## src/rtl/sai_fmt_pkg.sv

```systemverilog
package sai_fmt_pkg;

    localparam int SAMPLE_W  = 24;
    localparam int SLOT_BITS = 32;
    localparam int IDX_W     = $clog2(2 * SLOT_BITS);
    localparam int IDX_MAX   = 2 * SLOT_BITS - 1;
    localparam int SEL_W     = $clog2(SAMPLE_W);

    typedef logic [SAMPLE_W-1:0] sample_t;
    typedef logic [IDX_W-1:0]    slot_idx_t;

    typedef enum logic [1:0] {
        JUST_RIGHT = 2'd0,
        JUST_LEFT  = 2'd1,
        JUST_I2S   = 2'd2
    } just_e;

    typedef enum logic {
        CH_LEFT  = 1'b0,
        CH_RIGHT = 1'b1
    } chan_e;

    typedef struct packed {
        just_e      just;
        logic [5:0] width;
        logic       left_high;
        logic       slave;
    } fmt_t;

    function automatic fmt_t decode_mode(input logic [2:0] m);
        fmt_t f;
        f.just      = JUST_RIGHT;
        f.width     = 6'(SAMPLE_W);
        f.left_high = 1'b1;
        f.slave     = 1'b0;
        case (m)
            3'd0: f.width = 6'd16;
            3'd1: f.width = 6'd18;
            3'd2: f.width = 6'd20;
            3'd3: f.width = 6'(SAMPLE_W);
            3'd4: f.just  = JUST_LEFT;
            3'd5: begin
                f.just      = JUST_I2S;
                f.left_high = 1'b0;
            end
            3'd6: begin
                f.just  = JUST_LEFT;
                f.slave = 1'b1;
            end
            default: begin
                f.just      = JUST_I2S;
                f.left_high = 1'b0;
                f.slave     = 1'b1;
            end
        endcase
        return f;
    endfunction

    // Bit carried at a slot position for a given format; zero outside the payload.
    function automatic logic slot_bit(input fmt_t f, input sample_t s, input slot_idx_t idx);
        int   p;
        int   first;
        int   off;
        logic b;
        b = 1'b0;
        p = int'(idx);
        case (f.just)
            JUST_LEFT: first = 0;
            JUST_I2S:  first = 1;
            default:   first = SLOT_BITS - int'(f.width);
        endcase
        off = p - first;
        if (p < SLOT_BITS && off >= 0 && off < int'(f.width))
            b = s[SEL_W'(SAMPLE_W - 1 - off)];
        return b;
    endfunction

endpackage

```

## src/rtl/sai_sample_hold.sv

```systemverilog
module sai_sample_hold
    import sai_fmt_pkg::*;
(
    input  logic       clk,
    input  logic       rst,
    input  logic       valid,
    input  sample_t    in_smp [2],
    input  logic [1:0] in_err,
    output sample_t    held   [2]
);

    for (genvar c = 0; c < 2; c++) begin : g_ch
        always_ff @(posedge clk) begin
            if (rst)
                held[c] <= '0;
            else if (valid && !in_err[c])
                held[c] <= in_smp[c];
        end

        AST_HOLD_ON_ERR: assert property (@(posedge clk) disable iff (rst)
            (valid && in_err[c]) |=> (held[c] == $past(held[c])));
        AST_TAKE_CLEAN: assert property (@(posedge clk) disable iff (rst)
            (valid && !in_err[c]) |=> (held[c] == $past(in_smp[c])));
    end

endmodule

```

## src/rtl/sai_master_clk.sv

```systemverilog
module sai_master_clk #(
    parameter int BCLK_HALF = 2
) (
    input  logic clk,
    input  logic rst,
    input  logic en,
    output logic bclk,
    output logic tick
);

    localparam int DIV_W = (BCLK_HALF > 1) ? $clog2(BCLK_HALF) : 1;
    localparam logic [DIV_W-1:0] DIV_LAST = DIV_W'(BCLK_HALF - 1);

    logic [DIV_W-1:0] div_q;
    logic             wrap;

    assign wrap = (div_q == DIV_LAST);
    assign tick = en && wrap && bclk;

    always_ff @(posedge clk) begin
        if (rst || !en) begin
            div_q <= '0;
            bclk  <= 1'b0;
        end else begin
            div_q <= wrap ? '0 : div_q + 1'b1;
            if (wrap)
                bclk <= ~bclk;
        end
    end

    AST_TICK_ON_FALL: assert property (@(posedge clk) disable iff (rst)
        tick |=> !bclk);

endmodule

```

## src/rtl/sai_slave_track.sv

```systemverilog
module sai_slave_track #(
    parameter int SYNC_STAGES = 2
) (
    input  logic clk,
    input  logic rst,
    input  logic en,
    input  logic left_high,
    input  logic bclk_in,
    input  logic wclk_in,
    output logic tick,
    output logic wedge,
    output logic at_left
);

    logic [SYNC_STAGES-1:0] b_sync;
    logic [SYNC_STAGES-1:0] w_sync;
    logic                   b_prev;
    logic                   w_last;
    logic                   b_now;
    logic                   w_now;

    assign b_now   = b_sync[SYNC_STAGES-1];
    assign w_now   = w_sync[SYNC_STAGES-1];
    assign tick    = en && b_prev && !b_now;
    assign wedge   = tick && (w_now != w_last);
    assign at_left = (w_now == left_high);

    always_ff @(posedge clk) begin
        if (rst) begin
            b_sync <= '0;
            w_sync <= '0;
            b_prev <= 1'b0;
            w_last <= 1'b0;
        end else begin
            b_sync <= {b_sync[SYNC_STAGES-2:0], bclk_in};
            w_sync <= {w_sync[SYNC_STAGES-2:0], wclk_in};
            b_prev <= b_now;
            if (tick)
                w_last <= w_now;
        end
    end

endmodule

```

## src/rtl/sai_slot_seq.sv

```systemverilog
module sai_slot_seq
    import sai_fmt_pkg::*;
(
    input  logic      clk,
    input  logic      rst,
    input  logic      slave,
    input  logic      m_tick,
    input  logic      s_tick,
    input  logic      s_wedge,
    input  logic      s_left,
    output logic      tick,
    output chan_e     chan_nx,
    output slot_idx_t idx_nx
);

    localparam slot_idx_t LAST_SLOT = slot_idx_t'(SLOT_BITS - 1);
    localparam slot_idx_t SAT_IDX   = slot_idx_t'(IDX_MAX);

    chan_e     chan_q;
    slot_idx_t idx_q;

    assign tick = slave ? s_tick : m_tick;

    always_comb begin
        chan_nx = chan_q;
        idx_nx  = idx_q;
        if (slave) begin
            if (s_wedge) begin
                idx_nx  = '0;
                chan_nx = s_left ? CH_LEFT : CH_RIGHT;
            end else if (idx_q != SAT_IDX) begin
                idx_nx = idx_q + 1'b1;
            end
        end else begin
            if (idx_q >= LAST_SLOT) begin
                idx_nx  = '0;
                chan_nx = (chan_q == CH_LEFT) ? CH_RIGHT : CH_LEFT;
            end else begin
                idx_nx = idx_q + 1'b1;
            end
        end
    end

    always_ff @(posedge clk) begin
        if (rst) begin
            chan_q <= CH_RIGHT;
            idx_q  <= SAT_IDX;
        end else if (tick) begin
            chan_q <= chan_nx;
            idx_q  <= idx_nx;
        end
    end

    AST_SLOT_RANGE: assert property (@(posedge clk) disable iff (rst)
        (tick && !slave) |=> (idx_q <= LAST_SLOT));
    AST_WEDGE_RESTART: assert property (@(posedge clk) disable iff (rst)
        (slave && s_wedge) |=> (idx_q == '0));

endmodule

```

## src/rtl/sai_bit_shifter.sv

```systemverilog
module sai_bit_shifter
    import sai_fmt_pkg::*;
(
    input  logic      clk,
    input  logic      rst,
    input  fmt_t      fmt,
    input  logic      tick,
    input  chan_e     chan_nx,
    input  slot_idx_t idx_nx,
    input  sample_t   held [2],
    input  logic      unlock,
    output logic      sdata,
    output logic      wclk
);

    sample_t cur_q;
    sample_t src;
    logic    slot_start;

    assign slot_start = (idx_nx == '0);
    assign src = slot_start ? held[chan_nx] : cur_q;

    always_ff @(posedge clk) begin
        if (rst) begin
            cur_q <= '0;
            sdata <= 1'b0;
            wclk  <= 1'b0;
        end else if (tick) begin
            if (slot_start)
                cur_q <= src;
            sdata <= unlock ? 1'b0 : slot_bit(fmt, src, idx_nx);
            wclk  <= (chan_nx == CH_LEFT) ? fmt.left_high : ~fmt.left_high;
        end
    end

    AST_UNLOCK_ZERO: assert property (@(posedge clk) disable iff (rst)
        (tick && unlock) |=> !sdata);
    AST_QUIET_BETWEEN: assert property (@(posedge clk) disable iff (rst)
        !tick |=> $stable(sdata));

endmodule

```

## src/rtl/pcm_serial_formatter.sv

```systemverilog
module pcm_serial_formatter
    import sai_fmt_pkg::*;
#(
    parameter int BCLK_HALF   = 2,
    parameter int SYNC_STAGES = 2
) (
    input  logic                clk,
    input  logic                rst,
    input  logic [2:0]          mode,
    input  logic                smp_valid,
    input  logic [SAMPLE_W-1:0] smp_left,
    input  logic [SAMPLE_W-1:0] smp_right,
    input  logic                err_left,
    input  logic                err_right,
    input  logic                unlock,
    input  logic                bclk_in,
    input  logic                wclk_in,
    output logic                bclk_out,
    output logic                wclk_out,
    output logic                sdata_out
);

    fmt_t      fmt;
    sample_t   in_smp [2];
    sample_t   held   [2];
    logic      m_bclk;
    logic      m_tick;
    logic      s_tick;
    logic      s_wedge;
    logic      s_left;
    logic      tick;
    chan_e     chan_nx;
    slot_idx_t idx_nx;
    logic      wclk_q;

    assign fmt       = decode_mode(mode);
    assign in_smp[0] = smp_left;
    assign in_smp[1] = smp_right;

    sai_sample_hold u_hold (
        .clk    (clk),
        .rst    (rst),
        .valid  (smp_valid),
        .in_smp (in_smp),
        .in_err ({err_right, err_left}),
        .held   (held)
    );

    sai_master_clk #(.BCLK_HALF(BCLK_HALF)) u_mclk (
        .clk  (clk),
        .rst  (rst),
        .en   (!fmt.slave),
        .bclk (m_bclk),
        .tick (m_tick)
    );

    sai_slave_track #(.SYNC_STAGES(SYNC_STAGES)) u_strk (
        .clk       (clk),
        .rst       (rst),
        .en        (fmt.slave),
        .left_high (fmt.left_high),
        .bclk_in   (bclk_in),
        .wclk_in   (wclk_in),
        .tick      (s_tick),
        .wedge     (s_wedge),
        .at_left   (s_left)
    );

    sai_slot_seq u_seq (
        .clk     (clk),
        .rst     (rst),
        .slave   (fmt.slave),
        .m_tick  (m_tick),
        .s_tick  (s_tick),
        .s_wedge (s_wedge),
        .s_left  (s_left),
        .tick    (tick),
        .chan_nx (chan_nx),
        .idx_nx  (idx_nx)
    );

    sai_bit_shifter u_shift (
        .clk     (clk),
        .rst     (rst),
        .fmt     (fmt),
        .tick    (tick),
        .chan_nx (chan_nx),
        .idx_nx  (idx_nx),
        .held    (held),
        .unlock  (unlock),
        .sdata   (sdata_out),
        .wclk    (wclk_q)
    );

    assign bclk_out = fmt.slave ? 1'b0 : m_bclk;
    assign wclk_out = fmt.slave ? 1'b0 : wclk_q;

    AST_SLAVE_PINS_LOW: assert property (@(posedge clk) disable iff (rst)
        fmt.slave |-> (!bclk_out && !wclk_out));
    AST_DATA_ON_FALL: assert property (@(posedge clk) disable iff (rst)
        (!fmt.slave && $changed(sdata_out)) |-> $fell(bclk_out));

endmodule

```

## config.mk

```make
export PLATFORM = sky130hd
export DESIGN_NAME = pcm_serial_formatter
export DESIGN_NICKNAME = d
export VERILOG_FILES = /design/src/rtl/sai_fmt_pkg.sv /design/src/rtl/sai_sample_hold.sv /design/src/rtl/sai_master_clk.sv /design/src/rtl/sai_slave_track.sv /design/src/rtl/sai_slot_seq.sv /design/src/rtl/sai_bit_shifter.sv /design/src/rtl/pcm_serial_formatter.sv
export SDC_FILE = /design/constraint.sdc
export NUM_CORES = 1
export LEC_CHECK = 0
export ABC_AREA = 1
export CAP_MARGIN = 10
export CORE_MARGIN = 5
export CORE_UTILIZATION = 45
export DETAILED_ROUTE_END_ITERATION = 8
export HOLD_SLACK_MARGIN = 0.1
export PLACE_DENSITY = 0.69
export SLEW_MARGIN = 20
export SYNTH_ARGS = -nofsm -noshare
export SYNTH_HDL_FRONTEND = slang
export SYNTH_HIERARCHICAL = 1
export SYNTH_SLANG_ARGS = --single-unit
```

## constraint.sdc

```tcl
create_clock -name clk -period 5.8 [get_ports clk]
set_input_delay 1.74 -clock clk [delete_from_list [all_inputs] [get_ports clk]]
set_output_delay 1.74 -clock clk [all_outputs]
set_load 0.005 [all_outputs]
```

=== After elaboration in Yosys (flattened, before gate mapping) ===
Index checks and enable logic that the tools add are counted.

* Register bits: 89
* Input port bits: 59
* Logic and storage cells: 88
* Output and inout bits: 3
* Memories: 0
* Bits in latches: 0
* RAM bits: 0
* Memory bits (read-only): 0

* Order comparisons: 6
* Multipliers: 0
* Reductions and logical operators: 21
* Divide/modulo/power cells: 0
* Multiplexer cells: 29
* Shift operators: 0
* Eq/ne operators: 11
* Bitwise gates (word level): 3
* Add/subtract/negate cells: 5

{| class="wikitable"
|+ Operators with widths
! cell !! number
|-
| $mux 24 || 4
|-
| $mux 32 || 2
|-
| $pmux 32 s2 || 1
|-
| $ge 32x1->1 const B || 1
|-
| $lt 32x6->1 || 1
|-
| $sub 7x32->32 || 1
|-
| $mux 6 || 4
|-
| $mux 1 || 15
|-
| $pmux 4 s3 || 1
|-
| $reduce_or 6->1 || 2
|-
| $eq 3x3->1 const B || 3
|-
| $logic_and 1x1->1 || 9
|-
| $lt 5x7->1 const B || 1
|-
| $sub 6x5->7 const A || 1
|-
| $add 6x1->6 const B || 1
|-
| $eq 3x2->1 const B || 2
|-
| $ge 6x5->1 const B || 1
|-
| $logic_not 6->1 || 1
|-
| $lt 6x6->1 const B || 1
|-
| $ne 6x6->1 const B || 1
|-
| $bmux 1 s5 || 1
|-
| $sub 5x5->5 const A || 1
|-
| $pmux 2 s2 || 1
|-
| $reduce_or 2->1 || 2
|-
| 14 further kinds || 17
|}

=== Longest topological paths before layout ===
Gate-level depths: netlist of run 1.

* Depth after elaboration: 18
* Gate-level depth with buffers: 27
* Depth with buffers taken out: 27

=== Hierarchy ===
Netlist of run 1, hierarchy kept.

{| class="wikitable"
|+ By module, submodules not included
! module !! instances !! seq. area each (um^2) !! area each (um^2) !! cells each
|-
| sai_bit_shifter || 1 || 520.5 || 2439.8 || 403
|-
| sai_sample_hold || 1 || 960.9 || 2058.2 || 312
|-
| sai_slot_seq || 1 || 140.1 || 584.3 || 97
|-
| sai_slave_track || 1 || 120.1 || 215.2 || 27
|-
| sai_master_clk || 1 || 40.0 || 83.8 || 13
|-
| pcm_serial_formatter || 1 || 0.0 || 73.8 || 19
|}

=== Worst setup path after synthesis of run 1 ===
Ideal clock, no wire load.

* Path type: input port to flip-flop
* Start: input port mode[1]
* End: register u_shift.sdata
* Stages: 26
* Setup slack: 0.849 ns
* Path buffers: 0
* Setup time: 0.066 ns
* Data arrival time: 4.885 ns
* Data required time: 5.734 ns
* Path through: nand2_1 > inv_1 > nand3_2 > nor2_1 > nor2_8 > inv_2 > nand2_4 > nand2_1 > nand2_1 > ha_1 > nand2_1 > o21ai_2 > a21oi_1 > o21ai_0 > nand2_1 > nand2_1 > nand2_1 > ha_1 > or2_2 > nor4_1 > nand4_1 > nor2_1 > nand2_1 > nor2_1 > nand2_1 > a21oi_2

{| class="wikitable"
|+ RTL lines
! item !! line !! source
|-
| start: declaration || pcm_serial_formatter.sv:9 || <nowiki>input logic [2:0] mode,</nowiki>
|-
| end signal: assignment || sai_bit_shifter.sv:31 || <nowiki>sdata <= unlock ? 1'b0 : slot_bit(fmt, src, idx_nx);</nowiki>
|-
| end: declaration || sai_bit_shifter.sv:12 || <nowiki>output logic sdata,</nowiki>
|}

==> results of run 1 <==
-- cell type report --
class	count	area, um2
well taps	147	184
clock inverters	4	27.5
repair buffers	74	708
multi-input cells	629	3020
fillers	1231	5530
flip-flops and latches	89	1780
inverters	122	460
clock buffers	12	246
-- cells in the mapped netlist, types with 3 or more instances --
cell type / number / share of area
a21boi_0: 4 / 0.0055
a21oi_1: 22 / 0.020
a31oi_1: 16 / 0.018
and2_1: 3 / 0.0034
buf_2: 19 / 0.017
buf_4: 8 / 0.011
clkbuf_1: 6 / 0.0041
dfxtp_1: 89 / 0.33
ha_1: 22 / 0.050
inv_1: 112 / 0.077
inv_2: 8 / 0.0055
nand2_1: 247 / 0.17
nand2_2: 4 / 0.0046
nand3_1: 84 / 0.077
nand3b_1: 3 / 0.0041
nand4_1: 5 / 0.0057
nor2_1: 134 / 0.092
nor2_2: 4 / 0.0046
o21ai_0: 42 / 0.039
o21ai_1: 6 / 0.0055
xnor2_1: 3 / 0.0048
xor2_1: 4 / 0.0064
-- layout by cell type, fill, tap and decap left out, types with 4 or more instances in the layout --
| cell | synthesis | routed |
|---|---|---|
| nand2_1 | 247 | 247 |
| nor2_1 | 134 | 133 |
| inv_1 | 112 | 112 |
| dfxtp_1 | 89 | 89 |
| nand3_1 | 84 | 84 |
| clkdlybuf4s50_1 | 0 | 61 |
| o21ai_0 | 42 | 42 |
| a21oi_1 | 22 | 22 |
| ha_1 | 22 | 22 |
| a31oi_1 | 16 | 16 |
| buf_4 | 8 | 13 |
| clkbuf_16 | 0 | 9 |
| inv_2 | 8 | 8 |
| conb_1 | 2 | 8 |
| o21ai_1 | 6 | 6 |
| nor2_2 | 4 | 5 |
| nand4_1 | 5 | 5 |
| nand2_2 | 4 | 4 |
| xor2_1 | 4 | 4 |
| a21boi_0 | 4 | 4 |
-- state kept, by name, indices dropped and copies added, names as in the netlist, 2 cells and up --
signal         flops
u_hold/held       48
u_shift/cur_q     24
u_seq/idx_q        6
u_strk/b_sync      2
u_strk/w_sync      2
-- layer usage --
metal	part of all wire	up-vias	wire length (um)
met5	0	-	0
met3	0.040	6	490
met2	0.42	97	5140
met4	0.0076	0	92
li1	-	2814	-
met1	0.53	2157	6390
-- final timing paths --
check                     end  slack, ns  depth (start not counted)
max reg2reg     u_shift/sdata       1.95                         23
min reg2reg  u_strk/b_sync[1]       0.41                          2
min          u_strk/b_sync[1]       0.41                          2
max             u_shift/sdata       0.45                         27
-- critical path, cell delays in order --
cell and delay, ns:
clkdlybuf4s50_1 0.42, nand2_1 0.10, inv_1 0.08, nand3_2 0.08, nor2_1 0.04, buf_4 0.15
nor2_8 0.12, o21ai_1 0.09, nand3_1 0.10, and2_1 0.17, inv_1 0.06, ha_1 0.23
fa_1 0.40, nand3b_1 0.19, nand2_1 0.08, nand2_1 0.06, a21oi_1 0.25, nor2_1 0.08
ha_1 0.17, or2_2 0.27, nor4_1 0.21, nand4_1 0.10, nor2_1 0.10, nand2_1 0.06
nor2_1 0.10, nand2_1 0.06, a21oi_2 0.10
-- through the flow --
stage / total power (uW) / area (um2) / std cells
final: 1650 / 6430 / 1077
after global routing: 1760 / 6430 / 1077
after global placement: 1120 / 6150 / 1061
after floorplan: 996 / 5480 / 877
after detailed placement: 1120 / 6150 / 1061
after CTS: 1660 / 6430 / 1077
-- where the power goes --
group | internal [uW] | total (uW) | switching, uW
Clock | 303 | 542 | 239
Combinational | 182 | 457 | 275
Sequential | 639 | 654 | 14.6
Total | 1120 | 1650 | 528
-- logic make-up after synthesis --
kind of cell	share of synthesized area
XOR/XNOR	0.0112
flip-flops	0.327
other	0.00138
AND/OR/NAND/NOR	0.391
AO/OA/AOI/OAI	0.0913
adder cells (fa/ha/maj)	0.0541
buffers and inverters	0.125
==> impl_metrics.toml, run 1 <==
[floorplan]
rows = 40
die_area_mm2 = 0.0144
initial_core_util = 0.456
die_h_um = 120
io-pin-count = 62
core-area_mm2 = 0.0120
dieWidth_um = 120

[clock_tree]
post_cts_buffers = 0
clock_sinks = 89
path_clk_slew_ns = 0.06
cts_buffers = 9
cts_tree = "done"
clockBufferDepth = 2
cts.repair.resized = 0
clk_latency_ns = 0.34
cts_max_level = 3
cts-root-buf = "clkbuf_16"
cts.hold.buffers_added = 0

[global_route]
grt_busiest_layer = "met2"
grt-ovfl-total = 0
use_met2 = 0.264
met3_usage = 0.0292
gr-usage-all-layers = 0.173
grt_pass1_wl_um = 20800
antenna_found_initial = 0
grt_pass1_vias = 4554
met1_usage = 0.251
grt_max_degree = 50

[worst_setup_path]
worstPathMaxFanout = 5
crit_type = "primary input to flip-flop"
endpoint_kind = "flip-flop"
worstPathArrival_ns = 5.62
crit_start = "mode[1]"
timing.rr.start = "u_seq/idx_q[1]"
crit_required_ns = 6.07
start_kind = "primary input"

[placed_design]
hpwl_um = 8820
pre_cts_ws_ns = 0.106
io_buffers = 61
gp_congestion = 0.890

[timing]
worst_pin_slew_ns = 0.768
maxSlewViolCount = 0
period_minus_slack_ns = 5.35
fin_ws_ns = 0.448
fmax_mhz = 187
timing.final.crit_share = 0.923
tns_ns = 0
fin_skew_ns = 0.00580
maxSlewHeadroom = 0.487
setup_viol = 0
final_hold_viol_count = 0
rsz0062_at_grt = "no"
holdWs_ns = 0.408

[detailed_routing]
wl_per_cell_um = 11.2
vias_per_cell = 4.71
drc = 0
vias = 5074
drt_iter0_drc = 295
firstDrtPassIters = 5
antenna_left = 0
wirelength_um = 12100

[status]
status = "complete, no violations"

[synth]
synth_area_mm2 = 0.00546
synthCells = 871
postSynthAreaPerCell_um2 = 6.26
async_flop_share = 0
synth_cell_types = 40
ys.flop_type = "dfxtp_1"
ys_ff_latch = 89
synth_seq_area_share = 0.327
yosys_warnings = 6
synth_edf_count = 0

[run]
cap_violations = 0

[power_and_ir_drop]
vdd_drop_max_mv = 0.115
power_density_mw_per_mm2 = 257
power.leakage_uw = 0.00320

[hold_path]
min_path_type = "flip-flop to flip-flop"
min_from = "u_strk/b_sync[0]"

[final_layout]
area_growth_pct = 17.8
fin_nets = 1007
final_util = 0.537
antenna-diode-count = 0
drive_gt1_frac = 0.0624
Note: power is estimated with default switching activity, not from simulation.
==> inputs of run 2 (changes only) <==
Settings changed: REMOVE_ABC_BUFFERS from default to 1.
==> impl_metrics.toml, run 2 (same netlist as run 1, synthesis figures left out) <==
[placed_design]
io_buffers = 61
pre_cts_ws_ns = -0.0412
gp_congestion = 0.829
hpwl_um = 8660

[global_route]
grt-ovfl-total = 0
grt_pass1_wl_um = 20800
grt_max_degree = 50
grt_pass1_vias = 4722
gr-usage-all-layers = 0.173
antenna_found_initial = 0

[worst_setup_path]
timing.rr.start = "u_seq/idx_q[1]"
endpoint_kind = "flip-flop"
crit_family = "simple AND/OR/NAND/NOR gates"
slowest_delay_ns = 0.50
crit_start = "mode[2]"
critPathBufInv = 3
worstPathArrival_ns = 5.70
worstPathMaxFanout = 6
crit_type = "primary input to flip-flop"
start_kind = "primary input"
r2r_cells = 23
cp_num_cells = 26
crit_required_ns = 6.08
rrSetupSlack_ns = 1.96
critical-path-slowest-cell = "clkdlybuf4s50_1"
reg2reg_to = "u_shift/sdata"
cpMostUsedCell = "nand2_1"
crit_end = "u_shift/sdata"

[status]
status = "complete, no violations"

[final_layout]
drive_gt1_frac = 0.0655
antenna-diode-count = 0
largest_register = "u_hold/held"
reg.largest.list = "u_hold/held x48, u_shift/cur_q x24, u_seq/idx_q x6"
most-common-layout-cells = "247 x nand2_1, 132 x nor2_1, 112 x inv_1"
nFillCells = 1199
multi_input_area_mm2 = 0.00303
area_growth_pct = 18.9
fin_nets = 1008
seqCellArea_mm2 = 0.00178
largest_reg_flops = 48
layout_commonest_cell = "nand2_1"

[timing]
setup_viol = 0
fmax_mhz = 184
final_hold_viol_count = 0
timing.final.crit_share = 0.935
period_minus_slack_ns = 5.43
maxSlewViolCount = 0
fin_skew_ns = 0.00357
maxSlewHeadroom = 0.460
worst_pin_slew_ns = 0.809
fin_ws_ns = 0.375
tns_ns = 0

[power_and_ir_drop]
vdd_drop_max_mv = 0.138
p_switching_uw = 523
p_sw_frac = 0.303
clkPwrFrac = 0.355
pwr-share-seq = 0.378
power.leakage_uw = 0.00322
p_int_uw = 1210
power_density_mw_per_mm2 = 267
combPwrFrac = 0.267

[detailed_routing]
firstDrtPassIters = 4
drc = 0
drt_iter0_drc = 224
wirelength_um = 11900
antenna_left = 0
vias_per_cell = 4.79
vias = 5159
wl_per_cell_um = 11.0

[clock_tree]
clk_latency_ns = 0.34
cts-root-buf = "clkbuf_16"
path_clk_slew_ns = 0.06
post_cts_buffers = 0
cts_buffers = 9
cts_tree = "done"
cts.hold.buffers_added = 0
cts.repair.resized = 0
clockBufferDepth = 2
cts_max_level = 3
clock_sinks = 89

[floorplan]
rows = 40
initial_core_util = 0.456
die_area_mm2 = 0.0144
core-area_mm2 = 0.0120
die_h_um = 120
io-pin-count = 62
dieWidth_um = 120

[hold_path]
min_path_type = "flip-flop to flip-flop"

[run]
cap_violations = 0
## run 2: metal layers
| metal | GRT usage | vias up | wire length (um) |
|---|---|---|---|
| met5 | 0 | - | 0 |
| met4 | 0.0744 | 0 | 263 |
| met3 | 0.0306 | 16 | 399 |
| met2 | 0.286 | 72 | 5380 |
| met1 | 0.222 | 2261 | 5820 |
| li1 | - | 2810 | - |
## run 2: worst min-delay path, delay by kind of cell (launching register included)
| kind | cells | cell delay, ns |
|---|---|---|
| flip-flops | 1 | 0.29 |
| buffers and inverters | 1 | 0.04 |
| AND/OR/NAND/NOR | 1 | 0.03 |
## run 2: layout make-up
class	count	share of cell area
Timing Repair Buffer	75	0.110
Sequential cell	89	0.275
Clock inverter	5	0.0123
Inverter	122	0.0710
Tap cell	147	0.0284
Multi-Input combinational cell	629	0.467
Clock buffer	11	0.0359
## run 2: how the worst min path moves through the flow
| stage | slack, ns | depth (start not counted) | endpoint | startpoint |
|---|---|---|---|---|
| detailed placement | 0.39 | 2 | u_strk/b_sync[1] | u_strk/b_sync[0] |
| finish | 0.40 | 2 | u_strk/w_sync[1] | u_strk/w_sync[0] |
| global route | 0.41 | 2 | u_strk/w_sync[1] | u_strk/w_sync[0] |
| CTS | 0.40 | 2 | u_strk/b_sync[1] | u_strk/b_sync[0] |
| floorplan | 0.39 | 2 | u_strk/b_sync[1] | u_strk/b_sync[0] |
| global placement | 0.39 | 2 | u_strk/b_sync[1] | u_strk/b_sync[0] |
## run 2: power by group through the flow
stage	combinational (uW)	clock, uW	sequential (uW)
5_1_grt	530	653	657
3_3_place_gp	455	0	667
6_report	461	614	654
3_5_place_dp	459	0	668
4_1_cts	461	632	654
2_1_floorplan	311	0	664
## run 2: through the flow
stage / instances / instance area [um2] / power, uW / hold slack [ns] / utilization
after floorplan: 840 / 5260 / 974 / 0.388 / -
final: 1078 / 6480 / 1730 / 0.401 / 0.542
after global placement: 1062 / 6160 / 1120 / 0.390 / 0.515
after global routing: 1078 / 6480 / 1840 / 0.407 / 0.542
after CTS: 1078 / 6470 / 1750 / 0.403 / 0.541
after detailed placement: 1062 / 6160 / 1130 / 0.395 / 0.515
